## src/rtl/sru6_pkg.sv

```systemverilog
package sru6_pkg;
  localparam int HW_W   = 16;
  localparam int OPC_W  = 6;
  localparam int REG_W  = 4;
  localparam int LOW_W  = 6;
  localparam int PFX_W  = HW_W - OPC_W;
  localparam int IMM_W  = PFX_W + LOW_W;
  localparam int OFF_W  = IMM_W + 1;
  localparam int CLS_W  = 4;
  localparam logic [OPC_W-1:0] PREFIX_OPC = 6'b111100;

  typedef enum logic [CLS_W-1:0] {
    CLS_UNKNOWN = 4'd0,
    CLS_STW_DP  = 4'd1,
    CLS_STW_SP  = 4'd2,
    CLS_LDW_DP  = 4'd3,
    CLS_LDW_SP  = 4'd4,
    CLS_LDA_DP  = 4'd5,
    CLS_LDA_SP  = 4'd6,
    CLS_LDC     = 4'd7,
    CLS_LDW_CP  = 4'd8,
    CLS_SETRC   = 4'd9,
    CLS_BT_FWD  = 4'd10,
    CLS_BT_BWD  = 4'd11,
    CLS_BF_FWD  = 4'd12,
    CLS_BF_BWD  = 4'd13
  } op_class_e;

  typedef struct packed {
    op_class_e          cls;
    logic [REG_W-1:0]   rg;
    logic [IMM_W-1:0]   imm;
    logic [OFF_W-1:0]   off;
    logic               lng;
  } rec_t;
endpackage

```

## src/rtl/sru6_opc_dec.sv

```systemverilog
module sru6_opc_dec
  import sru6_pkg::*;
(
  input  logic [OPC_W-1:0] opc_i,
  output op_class_e        cls_o,
  output logic             known_o,
  output logic             prefix_o,
  output logic             branch_o,
  output logic             bwd_o
);
  always_comb begin
    unique case (opc_i)
      6'b010100: cls_o = CLS_STW_DP;
      6'b010101: cls_o = CLS_STW_SP;
      6'b010110: cls_o = CLS_LDW_DP;
      6'b010111: cls_o = CLS_LDW_SP;
      6'b011000: cls_o = CLS_LDA_DP;
      6'b011001: cls_o = CLS_LDA_SP;
      6'b011010: cls_o = CLS_LDC;
      6'b011011: cls_o = CLS_LDW_CP;
      6'b111010: cls_o = CLS_SETRC;
      6'b011100: cls_o = CLS_BT_FWD;
      6'b011101: cls_o = CLS_BT_BWD;
      6'b011110: cls_o = CLS_BF_FWD;
      6'b011111: cls_o = CLS_BF_BWD;
      default:   cls_o = CLS_UNKNOWN;
    endcase
  end

  assign known_o  = (cls_o != CLS_UNKNOWN);
  assign prefix_o = (opc_i == PREFIX_OPC);
  // branch group shares 0111xx; bit 0 selects backward
  assign branch_o = (opc_i[OPC_W-1:2] == 4'b0111);
  assign bwd_o    = branch_o & opc_i[0];
endmodule

```

## src/rtl/sru6_pfx_track.sv

```systemverilog
module sru6_pfx_track
  import sru6_pkg::*;
(
  input  logic             clk_i,
  input  logic             rst_ni,
  input  logic             take_i,
  input  logic             prefix_i,
  input  logic [PFX_W-1:0] bits_i,
  output logic             pend_o,
  output logic [PFX_W-1:0] pfx_o
);
  always_ff @(posedge clk_i or negedge rst_ni) begin
    if (!rst_ni) begin
      pend_o <= 1'b0;
      pfx_o  <= '0;
    end else if (take_i) begin
      // a pending prefix is always resolved (merged or dropped) by the next halfword
      pend_o <= ~pend_o & prefix_i;
      if (~pend_o & prefix_i) pfx_o <= bits_i;
    end
  end
endmodule

```

## src/rtl/sru6_rec_reg.sv

```systemverilog
module sru6_rec_reg
  import sru6_pkg::*;
(
  input  logic clk_i,
  input  logic rst_ni,
  input  logic load_i,
  input  logic fail_i,
  input  rec_t rec_i,
  input  logic ready_i,
  output logic valid_o,
  output rec_t rec_o,
  output logic err_o
);
  always_ff @(posedge clk_i or negedge rst_ni) begin
    if (!rst_ni) begin
      valid_o <= 1'b0;
      rec_o   <= '0;
      err_o   <= 1'b0;
    end else begin
      err_o <= fail_i;
      if (load_i) begin
        valid_o <= 1'b1;
        rec_o   <= rec_i;
      end else if (ready_i) begin
        valid_o <= 1'b0;
      end
    end
  end
endmodule

```

## src/rtl/sru6_dec.sv

```systemverilog
module sru6_dec
  import sru6_pkg::*;
(
  input  logic               clk_i,
  input  logic               rst_ni,
  input  logic               hw_valid_i,
  input  logic [HW_W-1:0]    hw_i,
  output logic               hw_ready_o,
  output logic               rec_valid_o,
  input  logic               rec_ready_i,
  output logic [CLS_W-1:0]   rec_class_o,
  output logic [REG_W-1:0]   rec_reg_o,
  output logic [IMM_W-1:0]   rec_imm_o,
  output logic [OFF_W-1:0]   rec_offset_o,
  output logic               rec_long_o,
  output logic               err_o
);
  logic [OPC_W-1:0] opc;
  logic [REG_W-1:0] rg;
  logic [LOW_W-1:0] low;
  op_class_e        cls;
  logic             known, is_pfx, is_br, is_bwd;
  logic             take, pend, emit, fail;
  logic [PFX_W-1:0] pfx;
  logic [IMM_W-1:0] imm;
  logic [OFF_W-1:0] mag;
  rec_t             nxt, cur;

  assign opc = hw_i[HW_W-1 -: OPC_W];
  assign rg  = hw_i[LOW_W +: REG_W];
  assign low = hw_i[LOW_W-1:0];

  sru6_opc_dec u_opc (
    .opc_i    (opc),
    .cls_o    (cls),
    .known_o  (known),
    .prefix_o (is_pfx),
    .branch_o (is_br),
    .bwd_o    (is_bwd)
  );

  assign hw_ready_o = ~rec_valid_o | rec_ready_i;
  assign take       = hw_valid_i & hw_ready_o;

  sru6_pfx_track u_pfx (
    .clk_i    (clk_i),
    .rst_ni   (rst_ni),
    .take_i   (take),
    .prefix_i (is_pfx),
    .bits_i   (hw_i[PFX_W-1:0]),
    .pend_o   (pend),
    .pfx_o    (pfx)
  );

  assign emit = take & (pend ? known : ~is_pfx);
  assign fail = take & pend & ~known;

  assign imm = pend ? {pfx, low} : {{PFX_W{1'b0}}, low};
  assign mag = {1'b0, imm};

  always_comb begin
    nxt.cls = cls;
    nxt.rg  = rg;
    nxt.imm = imm;
    nxt.lng = pend;
    if (!is_br)      nxt.off = '0;
    else if (is_bwd) nxt.off = ~mag + 1'b1;
    else             nxt.off = mag;
  end

  sru6_rec_reg u_rec (
    .clk_i   (clk_i),
    .rst_ni  (rst_ni),
    .load_i  (emit),
    .fail_i  (fail),
    .rec_i   (nxt),
    .ready_i (rec_ready_i),
    .valid_o (rec_valid_o),
    .rec_o   (cur),
    .err_o   (err_o)
  );

  assign rec_class_o  = cur.cls;
  assign rec_reg_o    = cur.rg;
  assign rec_imm_o    = cur.imm;
  assign rec_offset_o = cur.off;
  assign rec_long_o   = cur.lng;
endmodule

```

## config.mk

```make
export PLATFORM = sky130hd
export DESIGN_NAME = sru6_dec
export DESIGN_NICKNAME = d
export VERILOG_FILES = /design/src/rtl/sru6_pkg.sv /design/src/rtl/sru6_opc_dec.sv /design/src/rtl/sru6_pfx_track.sv /design/src/rtl/sru6_rec_reg.sv /design/src/rtl/sru6_dec.sv
export SDC_FILE = /design/constraint.sdc
export NUM_CORES = 1
export LEC_CHECK = 0
export ABC_AREA = 1
export ABC_CLOCK_PERIOD_IN_PS = 1500
export BUFFER_PORTS_ARGS = -buffer_cell sky130_fd_sc_hd__clkbuf_2
export CAP_MARGIN = 20
export CORE_AREA = 2 2 77 79
export CTS_BUF_LIST = sky130_fd_sc_hd__clkbuf_4 sky130_fd_sc_hd__clkbuf_8
export DETAILED_ROUTE_END_ITERATION = 12
export DIE_AREA = 0 0 79 81
export GPL_TIMING_DRIVEN = 0
export PLACE_DENSITY = 0.77
export SLEW_MARGIN = 5
export SYNTH_ARGS = -nofsm -noshare
export SYNTH_HDL_FRONTEND = slang
export SYNTH_SLANG_ARGS = --single-unit
```

## constraint.sdc

```tcl
create_clock -name clk_i -period 1.5 [get_ports clk_i]
set_input_delay 0.15 -clock clk_i [delete_from_list [all_inputs] [get_ports clk_i]]
set_output_delay 0.15 -clock clk_i [all_outputs]
set_load 0.03 [all_outputs]
```

-- Word level (Yosys, flattened, before mapping)
Memory sizes are Yosys's and may differ from the RTL's.
Cells that the tools add are included.
- register bits after elaboration: 55
- memory bits (read-only): 256
- output and inout port bits: 45
- word-level logic and storage cells: 34
- memories kept: 1
- memories (memory ; depth ; bits a word ; rd ports ; clocked after Yosys merged registers in ; wr ports ; RTL line ; source):
    (name not given) ; 64 ; 4 ; 1 ; 0 ; 0 ; sru6_opc_dec.sv:12 ; unique case (opc_i)
- $add $sub $neg: 1
- eq/ne operators: 2
- multiplexer cells: 6
- bitwise logic cells: 12
- reductions and logical operators: 3
- operators with widths (operator ; number):
    2-to-1 mux 17 bit ; 2
    adder 17 x 1 -> 17 bit, second input constant ; 1
    inverter 16 -> 17 bit ; 1
    2-to-1 mux 16 bit ; 1
    bitwise AND 1 bit ; 6
    equality test 6 bit, second input constant ; 1
    equality test 4 x 3 -> 1 bit, second input constant ; 1
    inverter 1 bit ; 4
    nonzero test 4 bit ; 1
    2-to-1 mux 1 bit ; 3
    AND reduction 2 bit ; 1
    nonzero test 2 bit ; 1
    OR 1 bit ; 1

-- Depth between registers and ports, before layout
Gate-level depths: netlist of run 1.
- depth after elaboration: 5
- gate-level depth with buffers: 13
- gate-level depth less buffers: 12

-- Hierarchy
From an unflattened synthesis of run 1, not the netlist that was laid out.
- cell total of the unflattened synthesis: 416
- area, all modules: 3135.5 sq um
- by module, submodules not included (module ; times used ; cells an instance ; area an instance (sq um) ; seq. area each (sq um)):
    sru6_rec_reg ; 1 ; 183 ; 1751.7 ; 1101.1
    sru6_dec ; 1 ; 136 ; 649.4 ; 0.0
    sru6_pfx_track ; 1 ; 48 ; 465.4 ; 275.3
    sru6_opc_dec ; 1 ; 49 ; 269.0 ; 0.0

-- Worst setup path after synthesis of run 1
Ideal clock, no wire load.
- kind: register to register
- from: reg u_rec.valid_o
- to: reg u_rec.rec_o[20] in the netlist's numbering
- setup time: 0.127 ns
- arrival time: 1.549 ns
- required time: 1.373 ns
- path slack: -0.177 ns
- cell stages (with the launch flop): 8
- buffers on the path: 1
- clock period less this slack: 1.677 ns
- cell sequence: dfrtp_1 > nand2_1 > nand2_1 > nor2_1 > nand2_4 > buf_2 > nand2_1 > o21ai_0
- longest elaborated chain between the ends: 4
- RTL lines (item ; RTL line ; source):
    start: declaration ; sru6_rec_reg.sv:10 ; output logic valid_o,
    start signal: assignment ; sru6_rec_reg.sv:16 ; valid_o <= 1'b0;
    start signal: assignment ; sru6_rec_reg.sv:22 ; valid_o <= 1'b1;
    start signal: assignment ; sru6_rec_reg.sv:25 ; valid_o <= 1'b0;
    inverter 1 bit ; sru6_dec.sv:42 ; assign hw_ready_o = ~rec_valid_o | rec_ready_i;
    OR 1 bit ; sru6_dec.sv:42 ;
    net hw_ready_o ; sru6_dec.sv:8 ; output logic hw_ready_o,
    bitwise AND 1 bit ; sru6_dec.sv:43 ; assign take = hw_valid_i & hw_ready_o;
    bitwise AND 1 bit ; sru6_dec.sv:55 ; assign emit = take & (pend ? known : ~is_pfx);
    end signal: assignment ; sru6_rec_reg.sv:23 ; rec_o <= rec_i;
    end: declaration ; sru6_rec_reg.sv:11 ; output rec_t rec_o,
The timed path passes the listed nets, and every way through them passes these cells.
A chain may end at the register's enable or synchronous reset.

-- Worst setup path after layout of run 1
- from: reg u_pfx.pend_o
- to: reg u_rec.rec_o[15] in the netlist's numbering
- longest elaborated chain between the ends: 5
- elaborated cells on any way between the ends: 7
- those cells by class: add/sub: 1; mux: 4; bitwise: 2
- RTL lines (item ; RTL line ; source):
    start: declaration ; sru6_pfx_track.sv:9 ; output logic pend_o,
    start signal: assignment ; sru6_pfx_track.sv:18 ; pend_o <= ~pend_o & prefix_i;
    2-to-1 mux 16 bit ; sru6_dec.sv:58 ; assign imm = pend ? {pfx, low} : {{PFX_W{1'b0}}, low};
    inverter 16 -> 17 bit ; sru6_dec.sv:67 ; else if (is_bwd) nxt.off = ~mag + 1'b1;
    adder 17 x 1 -> 17 bit ; sru6_dec.sv:67 ;
    2-to-1 mux 17 bit ; sru6_dec.sv:67 ;
    2-to-1 mux 17 bit ; sru6_dec.sv:66 ; if (!is_br) nxt.off = '0;
Several ways; a longest one is shown, not always the timed one.

==> results.txt, run 1 <==
The flow ran to the end, but the final reports show violations. The final reports fail on negative setup slack. The largest net degree at the start of global routing is 34.

Global routing consumed, over all layers together, 21.68% of the routing resources. The setup slack after placement is -419.3 ps. The die height came out at between 80 and 90 um.

The worst setup path is launched from a flop. The worst-skew pair later-pin latency came out at between 300 and 400 ps. The number of hold-slack violations in the final timing report is 0. The number of max-slew violations in the final report came out at 0. The minimum period implied by the final worst setup slack came out at 1551 ps. The path type of the worst setup path is flop to flop. Across the VDD grid, the largest voltage drop is 440.7 uV. The first-pass detailed-route iteration total came out at 4. The final worst clock skew is roughly 16 ps. In the layout the commonest cells are 112 x nand2_1, 64 x clkbuf_2, 54 x dfrtp_1, 30 x inv_1, 25 x o21ai_0.

The count of filler cells inserted in the layout came out at about 460. The maximum net fanout on the critical path is 5. In this run, placement finished with an instance count of 481.

The area of the mapped netlist is 2711 sq um. The total chip power came out at 0.003252 W. The final weighted congestion of routability-driven global placement is 0.8962. Measured along the x axis, the die boundary spans 79 um. Input and output buffers added on the ports amount to between 60 and 70. Setup repair after global routing could not meet its margin everywhere. The number of buffers and inverters on the critical path is 1. The cell area power density came out at 880.8 nW/um^2.

The number of endpoints failing setup at the final stage is 2. The most numerous cell type found on the critical path is nand2_1. The sequential cell area fraction in the yosys report is 50.76%. The layout-stage area growth over the synthesis result came out at 36.18%. The most common cell after layout, fill and taps aside is nand2_1. The worst max-slew margin expressed relative to the limit is 43.37%. The number of primary I/O pins came out at 65. The per-cell routed wire length is 14.69 um. The number of sinks on the clock net is between 50 and 60. After clock tree synthesis, the clock-pin slew on the worst setup and hold paths is 100 ps. The leakage power came out at 2.057 nW.

The placeable core region came out at about 5700 sq um. The net total in the final layout is 455. The total number of vias is about 2600. The maximum root-to-sink buffer count is 2. In this run, synthesis produced a sequential element count of 55. The die covers 6399 sq um. The final instance count without filler cells came out at 506. Synthesis produced a netlist whose cell count is around 340. The site row count came out at 28. The netlist uses 22 different library cells.

The slew at the pin closest to its max-slew limit came out at roughly 850 ps. The data required time at the worst endpoint is between 1500 and 2000 ps. Global routing finished with a remaining overflow of 0. The first global-routing pass estimated 10.76 mm of wire. Broken down by cell family, the worst path's largest delay share belongs to simple AND/OR/NAND/NOR gates. The total nets after synthesis is 366. Derived from the worst setup path, the maximum achievable clock frequency is 644.7 MHz. The aggregate routed wire length came out at 7.434 mm. STA classifies the critical path endpoint as a flop. The H-tree depth came out at 2. In this run the worst hold path is classified as primary input to flop. The final design utilization came out at 65.06%. The via count of the first global-routing pass came out at 2300. The number of antenna violations at the first check in global routing came to 0.

The total DRC errors in the routed layout came out at 0. The proportion of layout cells with a drive suffix above 1 came out at 34.80%. The ratio of final minimum period to clock period is 103.4%. The mean cell area of the mapped netlist came out at 7.951 sq um. The detail route stage leaves a number of antenna-violating nets equal to 0. The smallest hold slack is between 60 and 70 ps. The arrival time of the worst setup path came out at around 1800 ps. The final worst-path setup slack came out at -51.08 ps. The master of the slowest instance on the critical path is dfrtp_2. The effective utilization at floorplan came out at 47.77%. The initial DRC count came out at 179. The largest incremental delay on the critical path is between 400 and 500 ps. Clock tree synthesis inserted a total of 5 buffers. Yosys printed 0 warnings. The count of max-cap constraint violations came out at 0.

The critical path goes through buf_6, nand2_2, nand2_1, nor2_1, nand3_1, nand2_2, xor2_1, nand2_1, nand2_1. The antenna cell count came out at 0. The HPWL after detailed placement is between 4 and 5 mm. The mean number of vias per cell is 5.200. In this run the clock root is driven by a clkbuf_8. The clock tree from TritonCTS is done.
## synthesized netlist by cell type
cell type    n  share of area [%]
o21ai_0     30                5.5
xnor2_1      3               0.97
nor2_4       2               0.83
buf_2        4               0.74
nand2_1    142                 20
nand3_2      1               0.37
clkbuf_1     2               0.28
nand3_1     11                2.0
nor2_2       1               0.23
inv_1       32                4.4
dfrtp_1     55                 51
o211ai_1     1               0.28
xor2_1       9                2.9
nand4_1      1               0.23
nand2_4      1               0.42
nor2_1      14                1.9
buf_6        3                1.2
nor3_1       1               0.18
ha_1         5                2.3
nand2_2      1               0.23
o21ai_1     18                3.3
buf_4        4                1.1
## metal layers
| layer | up-vias | track usage (%) | share of wire (%) | wire length [um] |
|---|---|---|---|---|
| li1 | 1241 | - | - | - |
| met1 | 1266 | 27.41 | 41 | 3044 |
| met2 | 100 | 36.19 | 49 | 3677 |
| met3 | 24 | 4.556 | 5.8 | 429 |
| met4 | 0 | 9.483 | 3.8 | 282 |
| met5 | - | 0 | 0 | 0 |
## where the power goes
group,internal [W],switching (W)
sequential,0.00158,0.0000728
clock,0.000421,0.000493
combinational,0.000241,0.000444
## logic make-up (layout without fill, tap and decap cells)
family          Yosys count  in the layout  synth area share, %
simple gates            175            176                26.12
buf+inv                  45            134                7.799
flops                    55             55                50.76
fa+ha+maj                 5              5                2.307
compound gates           49             49                9.137
xor+xnor                 12             12                3.877
## worst min-delay path: cells and delay by family
family                 cells  cell delay [ps]
AO/OA/AOI/OAI              1               60
buffers and inverters      2              140
## sequential cells by signal (all words and copies together), names as in the netlist
name           cells
u_rec.err_o        1
u_pfx.pfx_o       10
u_pfx.pend_o       1
u_rec.valid_o      1
u_rec.rec_o       42
## what timing repair did
item	CTS	global route
hold buffers	1	0
resized for setup	12	74
gates cloned	0	6
pin swaps	0	10
hold endpoints to repair	32	0
setup buffers	0	11
endpoints found under the setup margin	41	54
## cell type report
class                   instances  area [sq um]  share of cell area, %
multi-input cells             242          1325                  35.89
repair buffers                 82         541.8                  14.67
plain buffers                  12         130.1                  3.524
flip-flops and latches         55          1378                  37.31
well taps                      75         93.84                  2.542
inverters                      32         120.1                  3.253
clock inverters                 1         7.507                 0.2033
clock buffers                   7         96.34                  2.609
## worst paths after layout
path,slack [ps],to,cells past startpoint,start
worst min-delay path,60,u_rec.rec_o[34]$_DFFE_PN0P_,3,hw_i[6]
worst max-delay path,-50,u_rec.rec_o[15]$_DFFE_PN0P_,9,u_pfx.pend_o$_DFFE_PN0P_
max in group asynchronous,430,u_pfx.pfx_o[5]$_DFFE_PN0P_,3,rst_ni
worst max register to register,-50,u_rec.rec_o[15]$_DFFE_PN0P_,9,u_pfx.pend_o$_DFFE_PN0P_
worst min register to register,490,u_rec.rec_o[16]$_DFFE_PN0P_,2,u_rec.rec_o[16]$_DFFE_PN0P_
min in group asynchronous,470,u_rec.rec_o[20]$_DFFE_PN0P_,2,rst_ni
## metrics by stage
stage / setup TNS, ps / cell area, sq um
floorplan: 0 / 2721
global placement: -13350 / 3136
detailed placement: -16480 / 3163
CTS: 0 / 3306
global route: -498.2 / 3692
finish: -75.68 / 3692
(Power assumes the default switching activity.)
==> run 2: changes to the inputs <==
--- a/config.mk
+++ b/config.mk
@@ -5,14 +5,12 @@
 export SDC_FILE = /design/constraint.sdc
 export NUM_CORES = 1
 export LEC_CHECK = 0
-export ABC_AREA = 1
 export ABC_CLOCK_PERIOD_IN_PS = 1500
 export BUFFER_PORTS_ARGS = -buffer_cell sky130_fd_sc_hd__clkbuf_2
-export CAP_MARGIN = 20
-export CORE_AREA = 2 2 77 79
+export CORE_AREA = 2 2 79 81
 export CTS_BUF_LIST = sky130_fd_sc_hd__clkbuf_4 sky130_fd_sc_hd__clkbuf_8
 export DETAILED_ROUTE_END_ITERATION = 12
-export DIE_AREA = 0 0 79 81
+export DIE_AREA = 0 0 81 83
 export GPL_TIMING_DRIVEN = 0
 export PLACE_DENSITY = 0.77
 export SLEW_MARGIN = 5
==> run 2 against run 1 <==
Net effect:
- via count increased by 8.3%
- total power up 15%
- largest power group unchanged
- the flow still finishes with violations (negative setup slack)
- global-route usage grew 3.6 points
- sequential power barely moved
==> results.txt, run 2 <==
u_rec.rec_o holds more flip-flops than any other register. In the post-synthesis netlist, the biggest area contributors are dfrtp_1 48%, mux2_2 6.2%, mux2_4 5.2%. The number of warnings printed during yosys synthesis came out at 0 (unchanged). The worst setup path is launched from a flop.

The number of synthesized flops with an enable pin is 0 (unchanged). The half-perimeter wire length after detailed placement came out at 5.334 mm (+9.1%). Ranked by instance count, the synthesized netlist is headed by 55 x dfrtp_1, 24 x o21ai_0, 21 x nand2_1. The area share of and/or/nand/nor cells after synthesis is 15.40% (-11 points). The wire length of the first global-routing pass came to 13.17 mm (+22%). The largest net degree at the start of global routing was 56 (+65%). The die outline width is 81 um (+2.5%). The final global-route overflow total is 0 (unchanged). The maximum clock frequency is 455.8 MHz (-29%). The count of cell types in the netlist is 60 (+170%).

The total chip power was 0.003751 W (+15%). The leakage power was 2.019 nW (-1.9%). The async set-or-reset flop fraction in the synthesized netlist is 100.0% (unchanged).

dfrtp_1 takes more of the synthesized area than any other cell. The master of the slowest instance on the critical path is or4b_4. The number of nets still failing antenna checks after routing came out at 0 (unchanged). The area fraction of the dominant cell type after synthesis came out at 47.58% (-3.2 points).

The final worst clock skew came out at 12.59 ps (-3.546 ps). The minimum period implied by the final worst setup slack came out at 2194 ps (+642.8 ps). The number of buffer cells added on primary ports came to 62 (-3.1%). The setup slack after placement was -1020 ps (-600.7 ps). The via count of the first global-routing pass is 2596 (+13%). Leaving out fill and tap cells, the most frequent cell in the layout is clkbuf_2. The mean cell area of the mapped netlist is 11.04 sq um (+39%). The startpoint identified for the worst hold timing path is hw_i[8].

The final weighted congestion of routability-driven global placement came to 0.9149 (+2.1%). The most common cell in the synthesized netlist is dfrtp_1. The effective utilization at floorplan came to 49.74% (+2.0 points). The synthesized-area fraction occupied by adder cells is 2.163% (-0.14 points).

The number of primary I/O pins came to 65 (unchanged). The flip-flop count of the largest register, all copies and words added is 42 (unchanged). Leaving out fill and tap cells, the most frequent cells in the layout are 62 x clkbuf_2, 53 x dfrtp_1, 26 x buf_4, 18 x mux2_4, 16 x nand2_1.

The die height was 83 um (+2.5%). The number of storage elements in the synthesis netlist came out at 55 (unchanged). The cell count after synthesis was 262 (-23%). The die outline area is 6723 sq um (+5.1%).

The site row count came out at 28 (unchanged). The post-route cell area came out at 4280 sq um (+16%). The total number of vias is 2850 (+8.3%).

The mean number of vias per cell came out at 6.333 (+22%). The H-tree depth is 2 (unchanged). The proportion of layout cells with a drive suffix above 1 is 57.07% (+22 points). The count of max-cap constraint violations is 0 (unchanged). The post-synthesis xor/xnor area fraction came out at 1.817% (-2.1 points). The first-pass detailed-route iteration total is 5 (+1).

Traced cell by cell, the critical path runs through or3_4, or4b_4, o31ai_2, a31oi_1, mux2_4. The per-cell routed wire length is 21.51 um (+46%). Among all flip-flop cells after synthesis, the most frequent one is dfrtp_1. Setup repair after global routing could not meet its margin everywhere.

The cell sitting at the root of the clock tree is a clkbuf_8. The layout-stage area growth over the synthesis result came out at 47.97%. The total nets after synthesis came out at 287 (-22%). The worst setup path is captured at a flop. The fraction of the mapped netlist area in compound gates is 16.31% (+7.2 points). The checks that failed: negative setup slack. The placeable core region is 5816 sq um (+2.5%). The number of max-slew violations in the final report is 0 (unchanged). The antenna cell count is 0 (unchanged). The number of hold-slack violations in the final timing report came out at 0 (unchanged).

The arrival time of the worst setup path is 2400 ps (+600 ps). The total track usage is 25.32% (+3.6 points). The worst hold path belongs to the class primary input to flop. The initial DRC count is 391 (+120%). The worst setup path is of the flop to flop kind. The flow ran to the end, but the final reports show violations.

The slew at the pin closest to its max-slew limit is 733.4 ps (-116.1 ps). In this run the critical register-to-register path is launched from u_pfx.pfx_o[4]$_DFFE_PN0P_. The share of synthesized area spent on multiplexers was 12.80% (+13 points). The placed standard-cell area is 3420 sq um (+8.1%). The number of antenna violations at the first check in global routing is 0 (unchanged).

The data required time at the worst endpoint was 1710 ps (-40 ps). The worst-skew pair later-pin latency came out at 320 ps (about the same). The ratio of final minimum period to clock period is 146.3% (+43 points). The cell area power density came out at 876.4 nW/um^2 (-0.50%).

The number of sinks on the clock net came to 55 (unchanged). The largest registers in the layout are u_rec.rec_o: 42 flops, u_pfx.pfx_o: 10 flops. By area, the combinational part of the netlist is dominated by compound AO/OA/AOI/OAI gates. The total DRC errors in the routed layout is 0 (unchanged). The clock transition at the registers of the reported paths is 100 ps (about the same). The peak supply drop was 576.3 uV (+31%). The area of the mapped netlist was 2893 sq um (+6.7%). The maximum root-to-sink buffer count came out at 2 (unchanged). The clock tree from TritonCTS is done. The maximum net fanout on the critical path came to 3 (-2).

The worst max-slew margin expressed relative to the limit came to 51.11% (+7.7 points). The net total in the final layout is 399 (-12%). The number of endpoints failing setup at the final stage is 55 (+53). The sequential cell area fraction in the yosys report is 47.58% (-3.2 points).

The aggregate routed wire length is 9.681 mm (+30%). The critical path starts at u_pfx.pfx_o[4]$_DFFE_PN0P_. The count of filler cells inserted in the layout is 365 (-21%). The number of clock buffers inserted by TritonCTS came out at 5 (unchanged). The final worst-path setup slack was -693.9 ps (-642.8 ps). The largest incremental delay on the critical path came out at 570 ps (+110 ps).
run 2: changes by cell type in the layout (fill, tap and decap cells not counted), moves of 16 or more:
cell,delta
nand2_1,-96
inv_1,-26
buf_4,+16
o21ai_1,-17
mux2_4,+18
nand2_2,-19
run 2: where the power goes:
group | internal, W | switching (W) | total (W)
registers | 0.00159 | 0.0000971 | 0.00168
logic | 0.000554 | 0.000665 | 0.00122
clock network | 0.000346 | 0.000501 | 0.000847
total | 0.00249 | 0.00126 | 0.00375
run 2: layer usage:
| layer | wire (um) | share of wire [%] | GRT usage [%] | up-vias |
|---|---|---|---|---|
| met1 | 3776 | 39 | 33.05 | 1378 |
| met3 | 757 | 7.8 | 4.565 | 62 |
| met5 | 0 | 0 | 0 | - |
| met4 | 439 | 4.5 | 9.553 | 0 |
| li1 | - | - | - | 1206 |
| met2 | 4707 | 49 | 41.47 | 204 |
run 2: layout make-up:
cell class / count / area [sq um] / share of cell area [%]
Buffer: 14 / 147.6 / 3.449
Clock buffer: 6 / 76.32 / 1.783
Clock inverter: 2 / 12.51 / 0.2923
Inverter: 5 / 31.28 / 0.7308
Multi-Input combinational cell: 185 / 1737 / 40.57
Sequential cell: 55 / 1379 / 32.21
Tap cell: 75 / 93.84 / 2.192
Timing Repair Buffer: 108 / 803.3 / 18.77
run 2: worst max-delay path, delay by kind of cell (launching register included):
family           cells  cell delay [ps]
AO/OA/AOI/OAI        2              380
multiplexers         1              300
flip-flops           1              420
AND/OR/NAND/NOR      2              980
run 2: final timing paths:
check | end | slack [ps] | depth (start not counted)
min in group asynchronous | u_rec.rec_o[22]$_DFFE_PN0P_ | 450 | 2
min | u_pfx.pfx_o[8]$_DFFE_PN0P_ | 80 | 2
min reg2reg | u_rec.rec_o[8]$_DFFE_PN0P_ | 500 | 1
max in group asynchronous | u_pfx.pfx_o[0]$_DFFE_PN0P_ | 520 | 2
max reg2reg | u_rec.rec_o[17]$_DFFE_PN0P_ | -690 | 5
max | u_rec.rec_o[17]$_DFFE_PN0P_ | -690 | 5
run 2: stage by stage:
step	setup TNS (ps)	utilization [%]	hold WS [ps]	cells
6_report	-15860	73.60	78.81	450
5_1_grt	-19020	73.60	84.55	450
4_1_cts	-15610	69.66	80.84	442
3_5_place_dp	-44460	58.80	282.3	399
3_3_place_gp	-43700	58.76	405.2	399
2_1_floorplan	-19570	-	-145.6	262
run 2: kinds of logic (layout without fill, tap and decap cells):
family                   after synthesis  after routing
buffers and inverters                 22            135
AO/OA/AOI/OAI                         68             68
flip-flops                            55             55
adder cells (fa/ha/maj)                5              5
XOR/XNOR                               6              6
AND/OR/NAND/NOR                       76             76
multiplexers                          30             30
run 2: repair_timing:
item,in CTS,in global routing
endpoints found under the hold margin,55,0
hold buffers,1,0
setup buffers,34,10
setup endpoints to repair,55,55
cloned,2,2
gates resized for setup,60,45
pin swaps,15,19
